<file path="src/rtl/aud_clk_pkg.sv">
package aud_clk_pkg;
    localparam int REG_W   = 32;
    localparam int BDIV_W  = 9;
    localparam int BDIV_LO = 8;
    localparam int MDIV_W  = 6;
    localparam int MDIV_LO = 0;

    typedef enum logic [1:0] {
        DIV_OFF  = 2'd0,
        DIV_RUN  = 2'd1,
        DIV_PASS = 2'd2
    } div_state_e;
endpackage

</file>
<file path="src/rtl/aud_clk_cfg_reg.sv">
module aud_clk_cfg_reg
    import aud_clk_pkg::*;
(
    input  logic              clk,
    input  logic              rst_n,
    input  logic              wr_en,
    input  logic [REG_W-1:0]  wr_data,
    input  logic              lock,
    output logic [BDIV_W-1:0] bdiv,
    output logic [MDIV_W-1:0] mdiv,
    output logic [REG_W-1:0]  rd_data
);
    localparam int BDIV_HI = BDIV_LO + BDIV_W - 1;
    localparam int MDIV_HI = MDIV_LO + MDIV_W - 1;

    logic [BDIV_W-1:0] bdiv_q;
    logic [MDIV_W-1:0] mdiv_q;

    always_ff @(posedge clk or negedge rst_n) begin
        if (!rst_n) begin
            bdiv_q <= '0;
            mdiv_q <= '0;
        end else if (wr_en && !lock) begin
            bdiv_q <= wr_data[BDIV_HI:BDIV_LO];
            mdiv_q <= wr_data[MDIV_HI:MDIV_LO];
        end
    end

    always_comb begin
        rd_data = '0;
        rd_data[BDIV_HI:BDIV_LO] = bdiv_q;
        rd_data[MDIV_HI:MDIV_LO] = mdiv_q;
    end

    assign bdiv = bdiv_q;
    assign mdiv = mdiv_q;


    field_load_chk: assert property (@(posedge clk) disable iff (!rst_n)
        (wr_en && !lock) |=> (rd_data[BDIV_HI:BDIV_LO] == $past(wr_data[BDIV_HI:BDIV_LO]))
                          && (rd_data[MDIV_HI:MDIV_LO] == $past(wr_data[MDIV_HI:MDIV_LO])));


    spi_lock_chk: assert property (@(posedge clk) disable iff (!rst_n)
        lock |=> $stable(rd_data));
endmodule

</file>
<file path="src/rtl/aud_clk_div.sv">
module aud_clk_div
    import aud_clk_pkg::*;
#(
    parameter int W           = 6,
    parameter bit ZERO_BYPASS = 1'b0
)(
    input  logic         clk,
    input  logic         rst_n,
    input  logic         run_i,
    input  logic [W-1:0] div_i,
    output logic         out_o
);
    localparam int HW = W + 1;

    div_state_e    state_q, state_d;
    logic [HW-1:0] cnt_q;
    logic [HW-1:0] half_q;
    logic          out_q;
    logic [HW-1:0] half_new;
    logic [HW-1:0] half_safe;
    logic          want_pass;
    logic          boundary;

    generate
        if (ZERO_BYPASS) begin : g_bypass_law
            assign half_new  = {1'b0, div_i};
            assign want_pass = (div_i == '0);
        end else begin : g_plus_one_law
            assign half_new  = {1'b0, div_i} + HW'(1);
            assign want_pass = 1'b0;
        end
    endgenerate

    assign half_safe = (half_new == '0) ? HW'(1) : half_new;
    assign boundary  = (cnt_q == half_q - HW'(1));

    // next-state process
    always_comb begin
        state_d = state_q;
        unique case (state_q)
            DIV_OFF: begin
                if (run_i) state_d = want_pass ? DIV_PASS : DIV_RUN;
            end
            DIV_RUN: begin
                if (!run_i)                             state_d = DIV_OFF;
                else if (boundary && out_q && want_pass) state_d = DIV_PASS;
            end
            DIV_PASS: begin
                if (!run_i)          state_d = DIV_OFF;
                else if (!want_pass) state_d = DIV_RUN;
            end
            default: state_d = DIV_OFF;
        endcase
    end

    // state register
    always_ff @(posedge clk or negedge rst_n) begin
        if (!rst_n) state_q <= DIV_OFF;
        else        state_q <= state_d;
    end

    // counter and output register
    always_ff @(posedge clk or negedge rst_n) begin
        if (!rst_n) begin
            cnt_q  <= '0;
            half_q <= HW'(1);
            out_q  <= 1'b0;
        end else begin
            unique case (state_q)
                DIV_OFF: begin
                    cnt_q  <= '0;
                    out_q  <= 1'b0;
                    half_q <= half_safe;
                end
                DIV_RUN: begin
                    if (!run_i) begin
                        cnt_q <= '0;
                        out_q <= 1'b0;
                    end else if (boundary) begin
                        cnt_q  <= '0;
                        out_q  <= ~out_q;
                        half_q <= half_safe;
                    end else begin
                        cnt_q <= cnt_q + HW'(1);
                    end
                end
                DIV_PASS: begin
                    cnt_q  <= '0;
                    out_q  <= run_i;
                    half_q <= half_safe;
                end
                default: begin
                    cnt_q <= '0;
                    out_q <= 1'b0;
                end
            endcase
        end
    end

    // output process
    always_comb begin
        unique case (state_q)
            DIV_PASS: out_o = clk;
            DIV_RUN:  out_o = out_q;
            default:  out_o = 1'b0;
        endcase
    end


    cnt_bound_chk: assert property (@(posedge clk) disable iff (!rst_n)
        (state_q == DIV_RUN) |-> (cnt_q < half_q));


    toggle_edge_chk: assert property (@(posedge clk) disable iff (!rst_n)
        ((state_q == DIV_RUN) && ($past(state_q) == DIV_RUN) && (out_q != $past(out_q)))
        |-> ($past(cnt_q) == $past(half_q) - HW'(1)));


    off_low_chk: assert property (@(posedge clk) disable iff (!rst_n)
        !run_i |=> ((state_q == DIV_OFF) && !out_q));
endmodule

</file>
<file path="src/rtl/aud_serial_clkgen.sv">
module aud_serial_clkgen
    import aud_clk_pkg::*;
(
    input  logic        clk,
    input  logic        rst_n,
    input  logic        cfg_wr,
    input  logic [31:0] cfg_wdata,
    output logic [31:0] cfg_rdata,
    input  logic        spi_mode,
    input  logic        mclk_en,
    input  logic        master_mode,
    output logic        mclk_o,
    output logic        bclk_o
);
    logic [BDIV_W-1:0] bdiv;
    logic [MDIV_W-1:0] mdiv;
    logic              m_run;
    logic              b_run;

    aud_clk_cfg_reg u_reg (
        .clk     (clk),
        .rst_n   (rst_n),
        .wr_en   (cfg_wr),
        .wr_data (cfg_wdata),
        .lock    (spi_mode),
        .bdiv    (bdiv),
        .mdiv    (mdiv),
        .rd_data (cfg_rdata)
    );

    assign m_run = mclk_en && !spi_mode;
    assign b_run = master_mode && !spi_mode;

    aud_clk_div #(.W(MDIV_W), .ZERO_BYPASS(1'b1)) u_mdiv (
        .clk   (clk),
        .rst_n (rst_n),
        .run_i (m_run),
        .div_i (mdiv),
        .out_o (mclk_o)
    );

    aud_clk_div #(.W(BDIV_W), .ZERO_BYPASS(1'b0)) u_bdiv (
        .clk   (clk),
        .rst_n (rst_n),
        .run_i (b_run),
        .div_i (bdiv),
        .out_o (bclk_o)
    );


    mclk_idle_chk: assert property (@(posedge clk) disable iff (!rst_n)
        !m_run |=> !u_mdiv.out_q);
endmodule

</file>
<file path="config.mk">
export PLATFORM = sky130hd
export DESIGN_NAME = aud_serial_clkgen
export DESIGN_NICKNAME = d
export VERILOG_FILES = /design/src/rtl/aud_clk_pkg.sv /design/src/rtl/aud_clk_cfg_reg.sv /design/src/rtl/aud_clk_div.sv /design/src/rtl/aud_serial_clkgen.sv
export SDC_FILE = /design/constraint.sdc
export NUM_CORES = 1
export LEC_CHECK = 0
export ABC_AREA = 1
export BUFFER_PORTS_ARGS = -buffer_cell sky130_fd_sc_hd__buf_2
export CELL_PAD_IN_SITES_DETAIL_PLACEMENT = 1
export CELL_PAD_IN_SITES_GLOBAL_PLACEMENT = 1
export CORE_MARGIN = 2
export CORE_UTILIZATION = 40
export DETAILED_ROUTE_END_ITERATION = 8
export GPL_TIMING_DRIVEN = 0
export PLACE_DENSITY = 0.77
export SLEW_MARGIN = 10
export SYNTH_ARGS = -nofsm -noshare
export SYNTH_HDL_FRONTEND = slang
export SYNTH_HIERARCHICAL = 1
export SYNTH_SLANG_ARGS = --single-unit
</file>
<file path="constraint.sdc">
create_clock -name clk -period 2 [get_ports clk]
set_input_delay 0.1 -clock clk [delete_from_list [all_inputs] [get_ports clk]]
set_output_delay 0.1 -clock clk [all_outputs]
set_load 0.01 [all_outputs]
</file>
After elaboration in Yosys (flattened, before gate mapping)
Index checks and enable logic that the tools add are counted.
{"block": "op_classes", "addsub": 5, "reduce_logical": 19, "bitwise": 2, "n_eq_ne": 17, "mux": 33}
{"operator": "two-way mux 10 bit", "n": 6}
{"operator": "two-way mux 7 bit", "n": 5}
{"operator": "case mux 10 bit (2 select lines)", "n": 1}
{"operator": "two-way mux 2 bit", "n": 8}
{"operator": "case mux 7 bit (2 select lines)", "n": 1}
{"operator": "!= test 2 x 1 -> 1 bit, second input constant", "n": 6}
{"operator": "!= test 3 bit, second input constant", "n": 4}
{"operator": "case mux 2 bit (3 select lines)", "n": 2}
{"operator": "adder 10 x 1 -> 10 bit, second input constant", "n": 1}
{"operator": "adder 9 x 1 -> 10 bit, second input constant", "n": 1}
{"operator": "== test 10 bit", "n": 1}
{"operator": "zero test 10 bit", "n": 1}
{"operator": "subtractor 10 x 1 -> 10 bit, second input constant", "n": 1}
{"operator": "AND reduction 3 bit", "n": 3}
{"operator": "case mux 1 bit (2 select lines)", "n": 4}
{"operator": "adder 7 x 1 -> 7 bit, second input constant", "n": 1}
{"operator": "== test 7 bit", "n": 1}
{"operator": "zero test 7 bit", "n": 1}
{"operator": "subtractor 7 x 1 -> 7 bit, second input constant", "n": 1}
{"operator": "zero test 6 bit", "n": 1}
{"operator": "two-way mux 6 bit", "n": 1}
{"operator": "logical AND 1 bit", "n": 5}
{"operator": "two-way mux 1 bit", "n": 5}
{"operator": "== test 2 x 1 -> 1 bit, second input constant", "n": 2}
{"operator": "other kinds (8)", "n": 13}
{"block": "word_totals", "elab_cells": 86, "regBits": 55, "input_bits": 38}

Logic depth before layout (Yosys ltp)
Gate-level depths: netlist of the first run.
{"block": "depth", "depth_word": 7, "ltp_mapped": 14, "mapped_depth_nobuf": 14}

By module
Netlist of the first run, hierarchy kept.
{"module": "aud_clk_div (u_bdiv)", "n_inst": 1, "area_per_inst_um2": 1586.5, "seq_area_each_um2": 551.8, "cells_per_inst": 233}
{"module": "aud_clk_div (u_mdiv)", "n_inst": 1, "area_per_inst_um2": 1114.8, "seq_area_each_um2": 401.6, "cells_per_inst": 157}
{"module": "aud_clk_cfg_reg", "n_inst": 1, "area_per_inst_um2": 938.4, "seq_area_each_um2": 375.4, "cells_per_inst": 99}
{"module": "aud_serial_clkgen", "n_inst": 1, "area_per_inst_um2": 15.0, "seq_area_each_um2": 0.0, "cells_per_inst": 4}

==> results.json, run 1 <==
{
  "skew_ns": 0.01121,
  "io_buffers": 36,
  "power.static_leakage_nw": 2.408,
  "grt_pass1_vias": 3508,
  "p_per_area_nw_per_um2": 1096,
  "syn_avg_cell_area_sq_um": 7.413,
  "worstMarginPinSlew_ns": 0.6903,
  "drc_errors": 0,
  "synthMuxAreaShare_pct": 0,
  "crit_required_ns": 2.35,
  "dr.pass1.iters": 4,
  "drive_above_1_share_pct": 29.54,
  "synth_top_family_by_area": "simple AND/OR/NAND/NOR gates",
  "yosysUniqueCellTypes": 37,
  "hold_viol_final": 0,
  "area.growth.synth_to_final_pct": 27.15,
  "vias": 3345,
  "cpMaxStageDelayCell": "dfstp_2",
  "violations": "setup timing",
  "fmax_ghz": 0.4987,
  "critPathMaxStageDelay_ns": 0.59,
  "num_rows": 34,
  "slew_headroom_pct": 53.98,
  "ant_nets": 0,
  "rsz0062_at_grt": "true",
  "ys.flop_type": "dfrtp_1",
  "startpoint_type": "flop",
  "fin_crit_sh_pct": 100.3,
  "die_w_um": 99.59,
  "drtIter0Drc": 89,
  "wl_per_cell_um": 13.78,
  "worst-r2r-setup-slack_ns": -0.005,
  "yosys.area_share.simple_pct": 38.34,
  "synthArstFlopShare_pct": 100.0,
  "synth_xor_area_share_pct": 4.074,
  "status": "complete, but fails checks",
  "fin_crit_ns": 2.005,
  "cp_cell_sequence": "inv_4 -> ha_4 -> inv_1 -> nand2_1 -> nand2_1 -> nand2_1 -> nor2_1 -> nand3_1 -> nor2_2 -> nand3_4 -> nand2_8 -> buf_6 -> nand3_2 -> nand2_2",
  "syn_inst": 493,
  "fillers": 1118,
  "die_area_sq_um": 9917,
  "ys_seq_area_share_pct": 36.36,
  "netlist_area_sq_um": 3655,
  "core-area_sq_um": 8806,
  "antenna_found_initial": 0,
  "criticalPathCategory": "flop to flop",
  "grt_use_total_pct": 20.34,
  "layout.nets": 636,
  "grt_pass1_wl_mm": 16.17,
  "ir_drop_mv": 0.6222,
  "setup_slack_ns": -0.005268,
  "synth_compound_area_share_pct": 2.807,
  "maxSlewViolCount": 0,
  "die_y_um": 99.59,
  "yosys_warnings": 6,
  "ys_seq_elements": 53,
  "post-route-util_pct": 52.77,
  "clk_pin_slew_ns": 0.09,
  "synth_edf_count": 0,
  "n_antenna_cell": 0,
  "layout_commonest_cell": "nand2_1",
  "grt_start_max_net_pins": 54,
  "grt-ovfl-total": 0,
  "most-common-layout-cells": "nand2_1, inv_1, dfrtp_1, nor2_1, buf_4",
  "synth-adder-area-share_pct": 3.423,
  "crit_fanout": 5,
  "post-place-cells": 653,
  "initial_utilization_pct": 41.50,
  "timing.critical_path.mode_cell": "nand2_1",
  "arrival_ns": 2.36,
  "clk_latency_ns": 0.42,
  "drt_wl_total_mm": 9.604,
  "io_pins": 72,
  "routabilityCongestion": 0.7803,
  "hold_path.class": "input pin to flop",
  "cts_tree": "done",
  "dp_hpwl_mm": 6.513,
  "endpoint_kind": "flop",
  "drt-vias-per-instance": 4.799,
  "stdcell_count": 697,
  "maxCapViolations": 0,
  "setup_viol": 1
}
synth_stat cells (2+ instances only):
cell type | count | area (sq um)
a21boi_0 | 2 | 15.01
a21oi_1 | 3 | 15.01
buf_4 | 33 | 247.7
buf_6 | 4 | 45.04
dfrtp_1 | 51 | 1276
dfstp_2 | 2 | 52.55
ha_1 | 10 | 125.1
inv_1 | 54 | 202.7
inv_2 | 5 | 18.77
nand2_1 | 140 | 525.5
nand2_2 | 25 | 156.4
nand2_4 | 4 | 45.04
nand3_1 | 43 | 215.2
nand3_2 | 3 | 30.03
nand3_4 | 2 | 35.03
nand3b_1 | 2 | 15.01
nand4_1 | 10 | 62.56
nor2_1 | 46 | 172.7
nor2_2 | 7 | 43.79
nor3_1 | 7 | 35.03
nor3b_1 | 2 | 15.01
o21ai_0 | 6 | 30.03
o21ai_1 | 2 | 10.01
o21ai_2 | 2 | 17.52
xnor2_1 | 7 | 61.31
xor2_1 | 10 | 87.58
through the flow:
stage / setup WS, ns / setup TNS, ns / cell area (sq um) / total power [W] / hold WS [ns]
finish: -0.005268 / -0.005268 / 4647 / 0.005095 / 0.02100
global route: -0.1048 / -1.209 / 4647 / 0.005543 / 0.02261
CTS: -0.005657 / -0.008429 / 4512 / 0.004885 / 0.001220
detailed placement: -0.1734 / -2.370 / 4030 / 0.003777 / 0.3436
global placement: -0.07353 / -0.6804 / 4030 / 0.003640 / 0.3412
floorplan: 0.1787 / 0 / 3715 / 0.003253 / -0.1956
repair_timing:
item	4_1_cts	5_1_grt
endpoints found under the setup margin	30	30
pin swaps	11	25
hold buffers	21	0
buffers inserted	6	3
cloned	1	2
hold endpoints to repair	49	0
gates resized for setup	14	25
path summary, 6_finish.rpt:
path	from	to	cells after the start
min	cfg_wr	u_reg/bdiv[8]	4
max reg2reg	u_bdiv/half_q[0]	u_bdiv/half_q[4]	14
min reg2reg	u_bdiv/half_q[9]	u_bdiv/half_q[9]	2
min in group asynchronous	rst_n	u_bdiv/cnt_q[2]	2
max in group asynchronous	rst_n	u_reg/bdiv[0]	2
max	u_bdiv/half_q[0]	u_bdiv/half_q[4]	14
final cells by class:
class / instances / area, sq um / share of cell area [%]
Multi-Input combinational cell: 359 / 2013 / 43.32
Sequential cell: 53 / 1329 / 28.59
Inverter: 61 / 236.5 / 5.089
Clock inverter: 3 / 22.52 / 0.4847
Clock buffer: 9 / 115.1 / 2.477
Tap cell: 108 / 135.1 / 2.908
Timing Repair Buffer: 66 / 483.0 / 10.39
Buffer: 38 / 312.8 / 6.731
logic make-up after synthesis:
group                    count (synthesis)
adder cells (fa/ha/maj)                 10
AND/OR/NAND/NOR                        296
flip-flops                              53
other                                    1
buffers and inverters                   99
AO/OA/AOI/OAI                           17
XOR/XNOR                                17
worst max-delay path, delay by kind of cell, from the launching register on:
family | cells | cell delay, ns
flip-flops | 1 | 0.59
buffers and inverters | 3 | 0.23
AND/OR/NAND/NOR | 10 | 0.91
adder cells (fa/ha/maj) | 1 | 0.21
registers in the layout, indices dropped and copies added (netlist names):
signal,count
u_bdiv/half_q,10
u_bdiv/state_q,1
u_mdiv/state_q,2
u_reg/mdiv,6
u_mdiv/cnt_q,7
u_mdiv/half_q,6
u_bdiv/out_q,1
u_mdiv/out_q,1
u_reg/bdiv,9
u_bdiv/cnt_q,10
routing by layer:
layer / wire length (um) / GRT usage, % / vias up
li1: - / - / 1666
met1: 4221 / 24.74 / 1625
met2: 5047 / 36.69 / 44
met3: 227 / 3.514 / 10
met4: 107 / 6.112 / 0
met5: 0 / 0 / -
power by group:
| part | internal, W | switching (W) | total [W] | leakage, nW |
|---|---|---|---|---|
| logic | 0.00113 | 0.00157 | 0.00270 | 1.65 |
| registers | 0.00131 | 0.000307 | 0.00162 | 0.687 |
| clock network | 0.000381 | 0.000394 | 0.000775 | 0.0659 |
| total | 0.00282 | 0.00227 | 0.00510 | 2.41 |
(Power assumes the default switching activity.)
==> run 2, diff against run 1 <==
Settings changed: TNS_END_PERCENT from default to 10.
==> run 2 against run 1 <==
The run still ends with setup timing left. Hold slack about the same. Clock skew down 0.00076 ns. First-iteration DRC count up 6.7%. Sequential power about the same. Critical path depth unchanged. Sequential share of layout area up 0.33 points. Register-to-register slack about the same. Via count down 0.30%. Die area unchanged. Sequential cell count unchanged. Routed wire length down 1.3%. Cell area down 1.2%. Critical path type unchanged. Highest routed layer unchanged.
==> results.json, run 2 (synthesis results as in run 1) <==
{
  "layout.nets": 634,
  "antenna_found_initial": 0,
  "cpMaxStageDelayCell": "dfstp_2",
  "critPathMaxStageDelay_ns": 0.59,
  "clk_latency_ns": 0.42,
  "maxSlewViolCount": 0,
  "grt_start_max_net_pins": 54,
  "reg2reg_from": "u_bdiv/half_q[0]",
  "vias": 3335,
  "worstMarginPinSlew_ns": 0.6898,
  "maxCapViolations": 0,
  "rr_worst_depth": 14,
  "rsz0062_at_grt": "true",
  "criticalPathCategory": "flop to flop",
  "ant_nets": 0,
  "p_per_area_nw_per_um2": 1097,
  "crit_family": "simple AND/OR/NAND/NOR gates",
  "clk_pin_slew_ns": 0.09,
  "dp_hpwl_mm": 6.513,
  "combPwrFrac_pct": 52.6,
  "cts_tree": "done",
  "fillers": 1122,
  "setup_slack_ns": -0.007114,
  "hold_path.class": "input pin to flop",
  "slew_headroom_pct": 54.01,
  "crit_required_ns": 2.35,
  "grt_use_total_pct": 20.34,
  "area.growth.synth_to_final_pct": 25.68,
  "fmax_ghz": 0.4982,
  "die_w_um": 99.59,
  "stdcell_area_sq_um": 4593,
  "io_buffers": 36,
  "fin_crit_sh_pct": 100.4,
  "dr.pass1.iters": 4,
  "startpoint": "u_bdiv/half_q[0]",
  "drive_above_1_share_pct": 28.11,
  "cp-endpoint": "u_bdiv/half_q[4]",
  "cp_cell_sequence": "inv_4 -> ha_4 -> inv_1 -> nand2_1 -> nand2_1 -> nand2_1 -> nor2_1 -> nand3_1 -> nor2_2 -> nand3_4 -> nand2_8 -> buf_6 -> nand3_2 -> nand2_2",
  "post-route-util_pct": 52.16,
  "io_pins": 72,
  "worstHoldStart": "cfg_wr",
  "routabilityCongestion": 0.7803,
  "wl_per_cell_um": 13.64,
  "grt_pass1_wl_mm": 16.17,
  "grt_pass1_vias": 3508,
  "ir_drop_mv": 0.6224,
  "startpoint_type": "flop",
  "clockPowerShare_pct": 15.4,
  "crit_fanout": 5,
  "placed_area_sq_um": 4030,
  "core-area_sq_um": 8806,
  "switchingPower_w": 0.002240,
  "worst-r2r-setup-slack_ns": -0.007,
  "internal_power_w": 0.002799,
  "critPathBufInv": 3,
  "path_depth": 14,
  "dp_slack_ns": -0.1734,
  "skew_ns": 0.01045,
  "grt-ovfl-total": 0,
  "endpoint_kind": "flop",
  "post-place-cells": 653,
  "drc_errors": 0,
  "stdcell_count": 695,
  "num_rows": 34,
  "rr_endpoint": "u_bdiv/half_q[4]",
  "violations": "setup timing",
  "initial_utilization_pct": 41.50,
  "holdWs_ns": 0.02120,
  "pwr-share-seq_pct": 32.0,
  "hold_viol_final": 0,
  "setup_viol": 1,
  "timing.critical_path.mode_cell": "nand2_1",
  "status": "complete, but fails checks",
  "drt-vias-per-instance": 4.799,
  "fin_crit_ns": 2.007,
  "die_y_um": 99.59,
  "arrival_ns": 2.36,
  "drt_wl_total_mm": 9.483,
  "n_antenna_cell": 0,
  "drtIter0Drc": 95,
  "power.static_leakage_nw": 2.397,
  "switching_share_pct": 44.45,
  "layout_commonest_cell": "nand2_1",
  "die_area_sq_um": 9917,
  "most-common-layout-cells": "nand2_1, inv_1, dfrtp_1, nor2_1, buf_4"
}
run 2: changes by cell type in the layout (fill, tap and decap cells not counted), sizes merged:
cell	previous run	this run
nand2	172	171
buf	84	83
run 2: stage by stage:
step | power (W) | TNS [ns]
global placement | 0.003640 | -0.6804
detailed placement | 0.003777 | -2.370
global route | 0.005487 | -1.317
finish | 0.005039 | -0.007114
floorplan | 0.003253 | 0
CTS | 0.004885 | -0.008429
run 2: per-layer routing:
metal | up-vias | part of all wire [%] | track usage, %
li1 | 1662 | - | -
met1 | 1617 | 44 | 24.74
met2 | 46 | 52 | 36.69
met3 | 10 | 2.4 | 3.514
met4 | 0 | 1.1 | 6.112
met5 | - | 0 | 0
run 2: cell type report:
cell class | instances | area [sq um] | share of cell area [%]
Clock buffer | 9 | 115.1 | 2.506
Timing Repair Buffer | 65 | 475.5 | 10.35
Multi-Input combinational cell | 358 | 1969 | 42.88
Tap cell | 108 | 135.1 | 2.942
Buffer | 38 | 312.8 | 6.810
Sequential cell | 53 | 1329 | 28.93
Clock inverter | 3 | 22.52 | 0.4903
Inverter | 61 | 234.0 | 5.094
run 2: power groups by stage:
stage / registers [W] / clock network, W / logic (W)
after floorplan: 0.00153 / 0.00000946 / 0.00172
after global placement: 0.00160 / 0.0000125 / 0.00203
after detailed placement: 0.00162 / 0.0000125 / 0.00215
after CTS: 0.00160 / 0.000805 / 0.00249
after global routing: 0.00165 / 0.000859 / 0.00297
final: 0.00161 / 0.000776 / 0.00265
run 2: worst min-delay path by stage:
stage | cells after the start | slack (ns) | to
5_1_grt | 4 | 0.02 | u_reg/bdiv[8]
4_1_cts | 4 | 0.001 | u_reg/bdiv[8]
2_1_floorplan | 0 | -0.20 | u_bdiv/cnt_q[0]
3_3_place_gp | 3 | 0.34 | u_reg/bdiv[6]
3_5_place_dp | 3 | 0.34 | u_reg/bdiv[7]
6_report | 4 | 0.02 | u_reg/bdiv[8]
run 2: timing repair:
item | CTS | global route
endpoints found under the setup margin | 30 | 30
hold endpoints to repair | 49 | 0
gates cloned | 1 | 1
hold buffers | 21 | 0
buffers inserted | 6 | 2
gates resized for setup | 14 | 15
pin swaps | 11 | 22
run 2: worst min-delay path, delay by kind of cell:
family	cells	cell delay (ns)
AND/OR/NAND/NOR	3	0.17
buffers and inverters	1	0.12
==> run 3, diff against run 2 <==
Settings changed: PLACE_DENSITY 0.77 to default, PLACE_DENSITY_LB_ADDON from default to 0.1.
==> run 3 against run 2 <==
The run still ends with setup timing left. Clock power increased by 2.6%. Maximum frequency grew 0.13%. Utilization is 0.099 points higher. Total power grew 0.78%. Critical path depth down 1. Clock-buffer cell count rose by 1. Via count fell by 1.6%. Register-to-register slack about the same. Critical path type unchanged.
==> results.json, run 3 (synthesis results as in run 1) <==
{
  "hold_path.class": "input pin to flop",
  "rsz0062_at_grt": "true",
  "drt_wl_total_mm": 9.183,
  "maxCapViolations": 0,
  "layout.nets": 637,
  "die_w_um": 99.59,
  "drt-vias-per-instance": 4.710,
  "grt-ovfl-total": 0,
  "wl_per_cell_um": 13.18,
  "num_rows": 34,
  "area.growth.synth_to_final_pct": 25.92,
  "grt_pass1_vias": 3375,
  "criticalPathCategory": "flop to flop",
  "post-route-util_pct": 52.26,
  "drc_errors": 0,
  "io_buffers": 36,
  "die_area_sq_um": 9917,
  "status": "complete, but fails checks",
  "dr.pass1.iters": 4,
  "most-common-layout-cells": "nand2_1, dfrtp_1, inv_1, nor2_1, buf_4",
  "maxSlewViolCount": 0,
  "dp_hpwl_mm": 6.354,
  "routabilityCongestion": 0.8018,
  "setup_slack_ns": -0.004505,
  "io_pins": 72,
  "p_per_area_nw_per_um2": 1104,
  "finalSetupTns_ns": -0.004895,
  "crit_required_ns": 2.36,
  "vias": 3283,
  "ir_drop_mv": 0.4796,
  "cts_tree": "done",
  "dp_slack_ns": -0.1456,
  "crit_fanout": 5,
  "n_antenna_cell": 0,
  "slew_headroom_pct": 54.56,
  "hold_viol_final": 0,
  "antenna_found_initial": 0,
  "initial_utilization_pct": 41.50,
  "skew_ns": 0.009559,
  "endpoint_kind": "flop",
  "startpoint_type": "flop",
  "clk_latency_ns": 0.41,
  "ant_nets": 0,
  "fmax_ghz": 0.4989,
  "fillers": 1118,
  "drive_above_1_share_pct": 29.20,
  "die_y_um": 99.59,
  "core-area_sq_um": 8806,
  "fin_crit_ns": 2.005,
  "fin_crit_sh_pct": 100.2,
  "arrival_ns": 2.37,
  "violations": "setup timing",
  "power.static_leakage_nw": 2.415,
  "setup_viol": 2,
  "clk_pin_slew_ns": 0.10,
  "drtIter0Drc": 91,
  "grt_pass1_wl_mm": 15.89,
  "worstMarginPinSlew_ns": 0.6816,
  "grt_use_total_pct": 19.54,
  "grt_start_max_net_pins": 54,
  "layout_commonest_cell": "nand2_1"
}
[run 3: changes by cell type in the layout (fill, tap and decap cells not counted), sizes merged]
| cell | delta |
|---|---|
| buf | +3 |
| clkinvlp | -2 |
| clkbuf | +1 |
[run 3: metrics by stage]
step	total power [W]	cell area (sq um)	cells	hold WS [ns]
global route	0.005543	4602	697	0.04096
CTS	0.004916	4524	692	0.01462
floorplan	0.003253	3715	509	-0.1956
finish	0.005079	4602	697	0.03211
global placement	0.003661	4030	653	0.3417
detailed placement	0.003759	4030	653	0.3465
[run 3: layout make-up]
type | count | area, sq um | area share [%]
multi-input combinational | 358 | 1958 | 42.55
sequential | 53 | 1329 | 28.87
timing repair buffer | 68 | 494.2 | 10.74
buffer | 38 | 312.8 | 6.797
inverter | 61 | 236.5 | 5.139
tap | 108 | 135.1 | 2.936
clock buffer | 10 | 128.9 | 2.800
clock inverter | 1 | 7.507 | 0.1631
[run 3: path summary, 6_finish.rpt]
kind | endpoint | slack (ns) | start | cells past startpoint
worst max-delay path | u_bdiv/half_q[0] | -0.005 | u_bdiv/half_q[0] | 13
worst min-delay path | u_reg/bdiv[7] | 0.03 | cfg_wr | 4
worst max register to register | u_bdiv/half_q[0] | -0.005 | u_bdiv/half_q[0] | 13
worst min register to register | u_bdiv/half_q[1] | 0.49 | u_bdiv/half_q[1] | 2
max in group asynchronous | u_reg/bdiv[8] | 1.28 | rst_n | 2
min in group asynchronous | u_bdiv/cnt_q[4] | 0.25 | rst_n | 2
[run 3: worst max-delay path: stages (launching register included)]
cell and delay (ns):
dfstp_2 0.58, inv_4 0.04, ha_4 0.27, nand2_2 0.04
nand2_1 0.05, nand2_1 0.07, nor2_1 0.10, nand3_1 0.10
nor2_2 0.13, nand3_4 0.15, nand2_8 0.13, buf_6 0.13
nand3_2 0.08, nand2_1 0.07
[run 3: power by group]
group / switching [W] / leakage (nW) / internal (W)
clock: 0.000386 / 0.0728 / 0.000410
combinational: 0.00153 / 1.65 / 0.00114
sequential: 0.000308 / 0.687 / 0.00131
total: 0.00222 / 2.41 / 0.00285
[run 3: per-layer routing]
layer  GRT usage [%]  up-vias  routed length (um)
met1           25.28     1550                4250
met3           3.443        8                 262
met2           34.15       52                4591
li1                -     1673                   -
met5               0        -                   0
met4           4.426        0                  79
[run 3: timing repair]
action,in CTS,in global routing
hold endpoints to repair,47,0
cloned,2,0
hold buffers,21,0
gates resized for setup,14,16
buffers inserted,6,5
pin swaps,18,17
endpoints found under the setup margin,29,37
